--- config.mk ---
export PLATFORM = sky130hd
export DESIGN_NAME = nand_bus_timer
export DESIGN_NICKNAME = d
export VERILOG_FILES = /design/src/rtl/nbt_pkg.sv /design/src/rtl/nbt_gap_sel.sv /design/src/rtl/nbt_seq.sv /design/src/rtl/nbt_rd_capture.sv /design/src/rtl/nand_bus_timer.sv
export SDC_FILE = /design/constraint.sdc
export NUM_CORES = 1
export LEC_CHECK = 0
export BUFFER_PORTS_ARGS = -buffer_cell sky130_fd_sc_hd__buf_2
export CELL_PAD_IN_SITES_DETAIL_PLACEMENT = 1
export CELL_PAD_IN_SITES_GLOBAL_PLACEMENT = 1
export CORE_MARGIN = 2
export CORE_UTILIZATION = 24
export CTS_CLUSTER_DIAMETER = 100
export DETAILED_ROUTE_END_ITERATION = 6
export HOLD_SLACK_MARGIN = 0.1
export PLACE_DENSITY_LB_ADDON = 0.3
export SKIP_CTS_REPAIR_TIMING = 1
export SYNTH_ARGS = -nofsm -noshare
export SYNTH_HDL_FRONTEND = slang
export SYNTH_SLANG_ARGS = --single-unit
--- constraint.sdc ---
create_clock -name clk -period 9.9 [get_ports clk]
set_input_delay 1.98 -clock clk [delete_from_list [all_inputs] [get_ports clk]]
set_output_delay 1.98 -clock clk [all_outputs]
set_load 0.05 [all_outputs]
--- src/rtl/nbt_pkg.sv ---
// Package: shared types for the NAND bus cycle timing generator.
// Assumes: cycle kind codes are fixed by the front-end interface.
package nbt_pkg;
    typedef enum logic [1:0] {
        K_CMD   = 2'd0,
        K_ADDR  = 2'd1,
        K_WDATA = 2'd2,
        K_RDATA = 2'd3
    } nbt_kind_e;

    typedef enum logic [1:0] {
        PH_IDLE = 2'd0,
        PH_PRE  = 2'd1,
        PH_LOW  = 2'd2,
        PH_HIGH = 2'd3
    } nbt_phase_e;
endpackage

--- src/rtl/nbt_gap_sel.sv ---
// Module: nbt_gap_sel
// Remembers the kind of the last accepted cycle and selects the gap the
// next cycle must wait. Assumes accept pulses only when the sequencer is idle.
module nbt_gap_sel
    import nbt_pkg::*;
#(
    parameter int GAP_W      = 6,
    parameter int A2D_W      = 7,
    parameter int CNT_W      = 9,
    parameter int NARROW_MAX = 63
) (
    input  logic             clk,
    input  logic             rst_n,
    input  logic             accept,
    input  nbt_kind_e        kind,
    input  logic [GAP_W-1:0] w2r_cnt,
    input  logic [GAP_W-1:0] r2w_cnt,
    input  logic [GAP_W-1:0] r2r_cnt,
    input  logic [A2D_W-1:0] a2d_cnt,
    input  logic             a2d_narrow,
    output logic [CNT_W-1:0] gap
);
    logic             has_prev;
    nbt_kind_e        prev_kind;
    logic [A2D_W-1:0] a2d_sat;
    logic [CNT_W-1:0] g_w2r, g_r2w, g_r2r, g_a2d;
    logic             cur_rd, prev_rd, to_data;

    // Clamp address-to-data count on narrow-field revisions.
    assign a2d_sat = (a2d_narrow && (a2d_cnt > A2D_W'(NARROW_MAX)))
                     ? A2D_W'(NARROW_MAX) : a2d_cnt;

    // Zero-count-as-one conversion of each gap.
    assign g_w2r = (w2r_cnt == '0) ? CNT_W'(1) : CNT_W'(w2r_cnt);
    assign g_r2w = (r2w_cnt == '0) ? CNT_W'(1) : CNT_W'(r2w_cnt);
    assign g_r2r = (r2r_cnt == '0) ? CNT_W'(1) : CNT_W'(r2r_cnt);
    assign g_a2d = (a2d_sat == '0) ? CNT_W'(1) : CNT_W'(a2d_sat);

    assign cur_rd  = (kind == K_RDATA);
    assign prev_rd = (prev_kind == K_RDATA);
    assign to_data = (kind == K_WDATA) || (kind == K_RDATA);

    // Pick the transition gap, then raise it to the address-to-data count.
    always_comb begin
        gap = '0;
        if (has_prev) begin
            if (prev_rd && cur_rd)  gap = g_r2r;
            else if (prev_rd)       gap = g_r2w;
            else if (cur_rd)        gap = g_w2r;
            if ((prev_kind == K_ADDR) && to_data && (g_a2d > gap))
                gap = g_a2d;
        end
    end

    // Record the kind of each accepted cycle.
    always_ff @(posedge clk) begin
        if (!rst_n) begin
            has_prev  <= 1'b0;
            prev_kind <= K_CMD;
        end else if (accept) begin
            has_prev  <= 1'b1;
            prev_kind <= kind;
        end
    end

    p_dir_change_gap_r9: assert property (@(posedge clk) disable iff (!rst_n)
        (accept && has_prev && (prev_rd != cur_rd)) |-> (gap != '0));
endmodule

--- src/rtl/nbt_seq.sv ---
// Module: nbt_seq
// Phase sequencer: setup/gap, strobe low, strobe high, then a done pulse.
// Assumes lengths are at least one and stay stable during a cycle.
module nbt_seq
    import nbt_pkg::*;
#(
    parameter int CNT_W = 9,
    parameter int EN_W  = 6
) (
    input  logic            clk,
    input  logic            rst_n,
    input  logic            start,
    input  logic [CNT_W-1:0] pre_len,
    input  logic [EN_W-1:0]  lo_len,
    input  logic [EN_W-1:0]  hi_len,
    output nbt_phase_e      phase,
    output logic [EN_W-1:0] pos,
    output logic            fin
);
    localparam int CW = (CNT_W > EN_W) ? CNT_W : EN_W;
    logic [CW-1:0] cnt;

    // Advance through the phases, counting each one down.
    always_ff @(posedge clk) begin
        if (!rst_n) begin
            phase <= PH_IDLE;
            cnt   <= '0;
            pos   <= '0;
            fin   <= 1'b0;
        end else begin
            fin <= 1'b0;
            case (phase)
                PH_IDLE: if (start) begin
                    phase <= PH_PRE;
                    cnt   <= CW'(pre_len) - CW'(1);
                end
                PH_PRE: if (cnt == '0) begin
                    phase <= PH_LOW;
                    cnt   <= CW'(lo_len) - CW'(1);
                    pos   <= EN_W'(1);
                end else begin
                    cnt <= cnt - CW'(1);
                end
                PH_LOW: begin
                    pos <= pos + EN_W'(1);
                    if (cnt == '0) begin
                        phase <= PH_HIGH;
                        cnt   <= CW'(hi_len) - CW'(1);
                    end else begin
                        cnt <= cnt - CW'(1);
                    end
                end
                default: begin
                    pos <= pos + EN_W'(1);
                    if (cnt == '0) begin
                        phase <= PH_IDLE;
                        fin   <= 1'b1;
                    end else begin
                        cnt <= cnt - CW'(1);
                    end
                end
            endcase
        end
    end

    p_fin_after_high_r3: assert property (@(posedge clk) disable iff (!rst_n)
        fin |-> ($past(phase) == PH_HIGH) && (phase == PH_IDLE));
endmodule

--- src/rtl/nbt_rd_capture.sv ---
// Module: nbt_rd_capture
// Samples the bus on the read sample edge and packs it into the host word.
// Assumes the bus is 16 bits and the host word 32 bits.
module nbt_rd_capture #(
    parameter int DQ_W   = 16,
    parameter int HOST_W = 32
) (
    input  logic              clk,
    input  logic              rst_n,
    input  logic              clear,
    input  logic              sample,
    input  logic              wide16,
    input  logic [DQ_W-1:0]   dq_in,
    output logic [HOST_W-1:0] rd_word,
    output logic              took
);
    localparam int BYTE = DQ_W / 2;

    // Capture and pack on the sample edge; track whether a capture happened.
    always_ff @(posedge clk) begin
        if (!rst_n) begin
            rd_word <= '0;
            took    <= 1'b0;
        end else if (sample) begin
            took <= 1'b1;
            if (wide16)
                rd_word <= HOST_W'({dq_in[DQ_W-1:BYTE], {BYTE{1'b0}}, dq_in[BYTE-1:0]});
            else
                rd_word <= HOST_W'(dq_in[BYTE-1:0]);
        end else if (clear) begin
            took <= 1'b0;
        end
    end
endmodule

--- src/rtl/nand_bus_timer.sv ---
// Module: nand_bus_timer (top)
// Generates CE/CLE/ALE/WE/RE/data waveforms for single NAND bus cycles with
// programmable clock counts. Assumes configuration is static during a cycle.
module nand_bus_timer
    import nbt_pkg::*;
#(
    parameter int LO_W       = 4,
    parameter int HI_W       = 4,
    parameter int ACC_W      = 4,
    parameter int SETUP_W    = 5,
    parameter int GAP_W      = 6,
    parameter int A2D_W      = 7,
    parameter int NARROW_MAX = 63,
    parameter int CLK_RATIO  = 4
) (
    input  logic               clk,
    input  logic               rst_n,
    input  logic               req_valid,
    input  logic [1:0]         req_kind,
    input  logic [31:0]        req_wdata,
    output logic               req_ready,
    output logic               done,
    output logic [31:0]        rd_word,
    input  logic               cfg_wide16,
    input  logic [LO_W-1:0]    cfg_lo_cnt,
    input  logic [HI_W-1:0]    cfg_hi_cnt,
    input  logic [ACC_W-1:0]   cfg_acc_cnt,
    input  logic [SETUP_W-1:0] cfg_setup_cnt,
    input  logic [GAP_W-1:0]   cfg_w2r_cnt,
    input  logic [GAP_W-1:0]   cfg_r2w_cnt,
    input  logic [GAP_W-1:0]   cfg_r2r_cnt,
    input  logic [A2D_W-1:0]   cfg_a2d_cnt,
    input  logic               cfg_a2d_narrow,
    output logic               nand_ce_n,
    output logic               nand_cle,
    output logic               nand_ale,
    output logic               nand_we_n,
    output logic               nand_re_n,
    output logic [15:0]        nand_dq_out,
    output logic               nand_dq_oe,
    input  logic [15:0]        nand_dq_in
);
    localparam int MAX_EN = (LO_W > HI_W) ? LO_W : HI_W;
    localparam int EN_W   = ((MAX_EN > ACC_W) ? MAX_EN : ACC_W) + 2;
    localparam int MAX_G  = (A2D_W > GAP_W) ? A2D_W : GAP_W;
    localparam int CNT_W  = ((MAX_G > SETUP_W) ? MAX_G : SETUP_W) + 2;

    nbt_phase_e       phase;
    nbt_kind_e        kind_q;
    logic [7:0]       wlo_q, whi_q;
    logic             accept, fin, took, is_rd;
    logic [EN_W-1:0]  pos, lo_eff, hi_eff, hi_fill, hi_len, en_total, acc_eff, acc_pt;
    logic [CNT_W-1:0] gap, setup_eff, pre_len;
    logic             unused_host_bytes;

    assign unused_host_bytes = ^{req_wdata[31:24], req_wdata[15:8]};
    assign req_ready = (phase == PH_IDLE);
    assign accept    = req_valid && req_ready;
    assign is_rd     = (kind_q == K_RDATA);

    // Effective counts: zero acts as one, high width stretched to the ratio.
    assign lo_eff    = (cfg_lo_cnt == '0) ? EN_W'(1) : EN_W'(cfg_lo_cnt);
    assign hi_eff    = (cfg_hi_cnt == '0) ? EN_W'(1) : EN_W'(cfg_hi_cnt);
    assign acc_eff   = (cfg_acc_cnt == '0) ? EN_W'(1) : EN_W'(cfg_acc_cnt);
    assign setup_eff = (cfg_setup_cnt == '0) ? CNT_W'(1) : CNT_W'(cfg_setup_cnt);
    assign hi_fill   = (lo_eff >= EN_W'(CLK_RATIO)) ? '0 : EN_W'(CLK_RATIO) - lo_eff;
    assign hi_len    = (hi_fill > hi_eff) ? hi_fill : hi_eff;
    assign en_total  = lo_eff + hi_len;
    assign acc_pt    = (acc_eff > en_total) ? en_total : acc_eff;
    assign pre_len   = setup_eff + gap;

    // Latch the request kind and the data bytes on acceptance.
    always_ff @(posedge clk) begin
        if (!rst_n) begin
            kind_q <= K_CMD;
            wlo_q  <= '0;
            whi_q  <= '0;
        end else if (accept) begin
            kind_q <= nbt_kind_e'(req_kind);
            wlo_q  <= req_wdata[7:0];
            whi_q  <= req_wdata[23:16];
        end
    end

    nbt_gap_sel #(.GAP_W(GAP_W), .A2D_W(A2D_W), .CNT_W(CNT_W), .NARROW_MAX(NARROW_MAX)) u_gap (
        .clk(clk), .rst_n(rst_n), .accept(accept), .kind(nbt_kind_e'(req_kind)),
        .w2r_cnt(cfg_w2r_cnt), .r2w_cnt(cfg_r2w_cnt), .r2r_cnt(cfg_r2r_cnt),
        .a2d_cnt(cfg_a2d_cnt), .a2d_narrow(cfg_a2d_narrow), .gap(gap)
    );

    nbt_seq #(.CNT_W(CNT_W), .EN_W(EN_W)) u_seq (
        .clk(clk), .rst_n(rst_n), .start(accept), .pre_len(pre_len),
        .lo_len(lo_eff), .hi_len(hi_len), .phase(phase), .pos(pos), .fin(fin)
    );

    nbt_rd_capture #(.DQ_W(16), .HOST_W(32)) u_cap (
        .clk(clk), .rst_n(rst_n), .clear(accept),
        .sample(is_rd && ((phase == PH_LOW) || (phase == PH_HIGH)) && (pos == acc_pt)),
        .wide16(cfg_wide16), .dq_in(nand_dq_in), .rd_word(rd_word), .took(took)
    );

    // Decode pin levels from the phase and the latched kind.
    always_comb begin
        nand_ce_n   = (phase == PH_IDLE);
        nand_cle    = !nand_ce_n && (kind_q == K_CMD);
        nand_ale    = !nand_ce_n && (kind_q == K_ADDR);
        nand_we_n   = !((phase == PH_LOW) && !is_rd);
        nand_re_n   = !((phase == PH_LOW) && is_rd);
        nand_dq_oe  = !nand_ce_n && !is_rd;
        nand_dq_out = cfg_wide16 ? {whi_q, wlo_q} : {8'h00, wlo_q};
    end

    assign done = fin;

    p_enable_excl_r3: assert property (@(posedge clk) disable iff (!rst_n)
        !(!nand_we_n && !nand_re_n));
    p_enable_in_ce_r3: assert property (@(posedge clk) disable iff (!rst_n)
        (!nand_we_n || !nand_re_n) |-> !nand_ce_n);
    p_latch_excl_r2: assert property (@(posedge clk) disable iff (!rst_n)
        !(nand_cle && nand_ale));
    p_done_single_r12: assert property (@(posedge clk) disable iff (!rst_n)
        done |=> !done);
    p_read_has_data_r12: assert property (@(posedge clk) disable iff (!rst_n)
        (done && is_rd) |-> took);
endmodule

==> reports/results.txt <==
most numerous cell in the Yosys netlist - nand2_1
DRC Markers - 0
gr usage total - 13.3%
Worst-path clk slew - 70 ps
Final GP Congestion - 0.776
Hold Crit Class - register to register
post-synthesis adder-cell area fraction - 12.0%
Max Cap Viol - 0
Mapped Area - 4290 sq um
Clock Latency Late Sink - 300 ps
Die H - 138 um
fmax - 0.130 GHz
Post-Synth Simple-Gate Area - 24.3%
vias in the first global route - 4385
period utilisation layout - 77.8%
clock buffers created by TritonCTS - 5
IO buf count - 120
Max rail drop VDD - 0.0722 mV
Max transition margin - 22.3%
WL met3 - 552 um
Layout Skew - 8.07 ps
WP data required - 10120 ps
met1 WL - 6.00 mm
main combinational cell family by area after synthesis - compound AO/OA/AOI/OAI gates
vias - 4378
CTS tree - yes
leakage - 2.33 nW
post-synthesis xor/xnor area fraction - 3.27%
nets@finish - 811
first-pass GRT wire length - 20.8 mm
largest cells by area after synthesis - dfxtp_1 25%, ha_1 11%, a21oi_1 7.4%, nand2_1 7.4%, o21ai_0 3.6%
antenna cells - 0
router iterations before antenna repair - 4
final WL - 13.1 mm
EDFF count, synth - 0
DP Worst Slack - 1890 ps
power density over cell area - 206 nW/um^2
Non-Filler Instances - 900
crit path DAT - 7920 ps
mux cell area share after synthesis - 2.07%
DR vias/cell - 4.86
Tightest Pin Transition - 1130 ps
worst flop-to-flop path startpoint - u_gap.prev_kind[1]
GRT overflow - 0
Yosys top cell area share - 24.7%
wire per inst - 14.5 um
Max clock buf depth - 2
fraction of layout cells with a size suffix above 1 - 21.3%
Synth warnings - 0
Initial Utilization - 24.7%
Final Max Slew Viols - 0
WL met2 - 6.46 mm
largest net degree at the start of global routing - 31
Gate Count Post-Synth - 576
TNS Setup - 0 ps
die width - 138 um
top cell types by occurrence after synthesis - 84 x nand2_1, 63 x a21oi_1, 53 x dfxtp_1
Root Driver - clkbuf_16
initial detailed-routing violation count - 134
Switch Pwr - 0.507 mW
minimum clock period - 7700 ps
Antenna Nets Post-Route - 0
Synth Flop Type - dfxtp_1
Fillers - 2160
Rows - 48
initial antenna violation count - 0
RSZ-0062 raised after global routing - false
CTS Sinks - 53
Final Hold Viols - 0
asr flop ratio synth - 0%
post-synthesis compound-gate area fraction - 24.3%
# setup viols final - 0
outcome - finished, final reports clean
Reg power frac - 26.8%
Worst Min Path Start - whi_q[5]
htree depth - 2
fin worst setup slack - 2200 ps
Setup CP Type - primary input to register
Synth area leader - dfxtp_1
combinational share of power - 55.9%
Avg Inst Size Synth - 7.45 sq um
post-synthesis sequential area ratio - 24.7%
Boundary Pins - 153
Area Overhead vs Synth - 19.7%
Detailed Place HPWL - 10.6 mm
startpoint types - primary input
sw frac - 48.1%
clock network power share - 17.3%
die area - 19000 sq um
crit path launch - cfg_lo_cnt[3]
placed cells - 892
CP max FO - 16
Core Footprint - 17400 sq um
post-synthesis cell type count - 68
crit path capture type - register
top sig layer - met4
post-synthesis register bit count - 53
P_int - 0.548 mW
[cell families (layout without fill, tap and decap cells)]
logic type / after synthesis / count (layout)
AND/OR/NAND/NOR: 211 / 211
multiplexers: 8 / 8
XOR/XNOR: 16 / 16
AO/OA/AOI/OAI: 165 / 165
buffers and inverters: 82 / 165
flip-flops: 53 / 53
adder cells (fa/ha/maj): 40 / 40
other: 1 / 17
[stage by stage]
step	total power, mW	area (sq um)	utilization [%]	hold slack (ps)
after floorplan	0.743	4350	-	432
after global placement	0.862	4980	28.7	438
after detailed placement	0.882	4980	28.7	444
after CTS	1.07	5130	29.6	452
after global routing	1.14	5130	29.6	482
final	1.06	5130	29.6	449
[placed cells by master (no fill, tap or decap), types with 4 or more instances in the layout]
| master | netlist | layout |
|---|---|---|
| mux2i_1 | 6 | 6 |
| nand3b_1 | 4 | 4 |
| nand3_1 | 17 | 17 |
| a21oi_1 | 63 | 63 |
| nor2b_1 | 7 | 7 |
| clkbuf_16 | 0 | 5 |
| o2111ai_1 | 4 | 4 |
| o21ai_1 | 5 | 5 |
| or3_1 | 4 | 4 |
| a21o_1 | 7 | 7 |
| o211ai_1 | 10 | 10 |
| inv_1 | 34 | 34 |
| and2_1 | 13 | 13 |
| xnor2_1 | 10 | 10 |
| nand4_1 | 11 | 11 |
| o21ai_0 | 31 | 31 |
| nor2_1 | 29 | 29 |
| conb_1 | 1 | 17 |
| nand2b_1 | 9 | 9 |
| nor3_1 | 11 | 11 |
| ha_1 | 38 | 38 |
| o21a_1 | 4 | 4 |
| dfxtp_1 | 53 | 53 |
| a221o_1 | 4 | 4 |
| nand2_1 | 84 | 84 |
| nor4_1 | 4 | 4 |
| buf_2 | 3 | 120 |
| xor2_1 | 6 | 6 |
[state kept, by name, summed over array words and instances (netlist names)]
| register | flops |
|---|---|
| wlo_q | 8 |
| u_seq.cnt | 9 |
| u_seq.pos | 6 |
| u_gap.has_prev | 1 |
| u_gap.prev_kind | 2 |
| u_cap.rd_word | 16 |
| u_seq.fin | 1 |
| whi_q | 8 |
| u_seq.phase | 2 |
[metal layers]
layer,track usage [%],vias up
met3,1.62,8
met2,24.5,95
met5,0,-
li1,-,2207
met1,16.7,2068
met4,1.89,0
[power by group through the flow]
stage	registers [mW]	clock network, mW	logic [mW]
floorplan	0.300	0	0.443
global placement	0.285	0	0.577
detailed placement	0.289	0	0.593
CTS	0.284	0.191	0.595
global route	0.290	0.200	0.654
finish	0.283	0.182	0.590
[area by class of cell]
type	instances	area [sq um]	share of cell area, %
repair buffers	122	616	12.0
flip-flops and latches	53	1060	20.7
well taps	225	282	5.48
clock inverters	2	13.8	0.268
inverters	35	131	2.56
multi-input cells	457	2890	56.3
clock buffers	6	139	2.70
[path summary, 6_finish.rpt]
check	slack, ps	depth (start not counted)	to
min reg2reg	450	2	whi_q[5]
max	2200	24	u_cap.rd_word[7]
max reg2reg	4470	25	u_seq.cnt[7]
min	450	2	whi_q[5]
[worst max-delay path, stage by stage]
cell and delay (ps):
buf_2 130, nor2_2 190, a21o_1 220, inv_1 70
ha_1 210, nand2_1 130, inv_1 80, ha_1 320
nand4_1 230, o21a_1 330, mux2i_1 310, inv_1 90
ha_1 350, nand3_1 90, o31a_2 320, xor2_1 160
ha_1 360, a41o_1 270, a211oi_1 500, and2_1 220
mux2i_2 100, mux2i_1 870, o21ai_0 200, a21oi_1 170
Note: power is estimated with default switching activity, not from simulation.
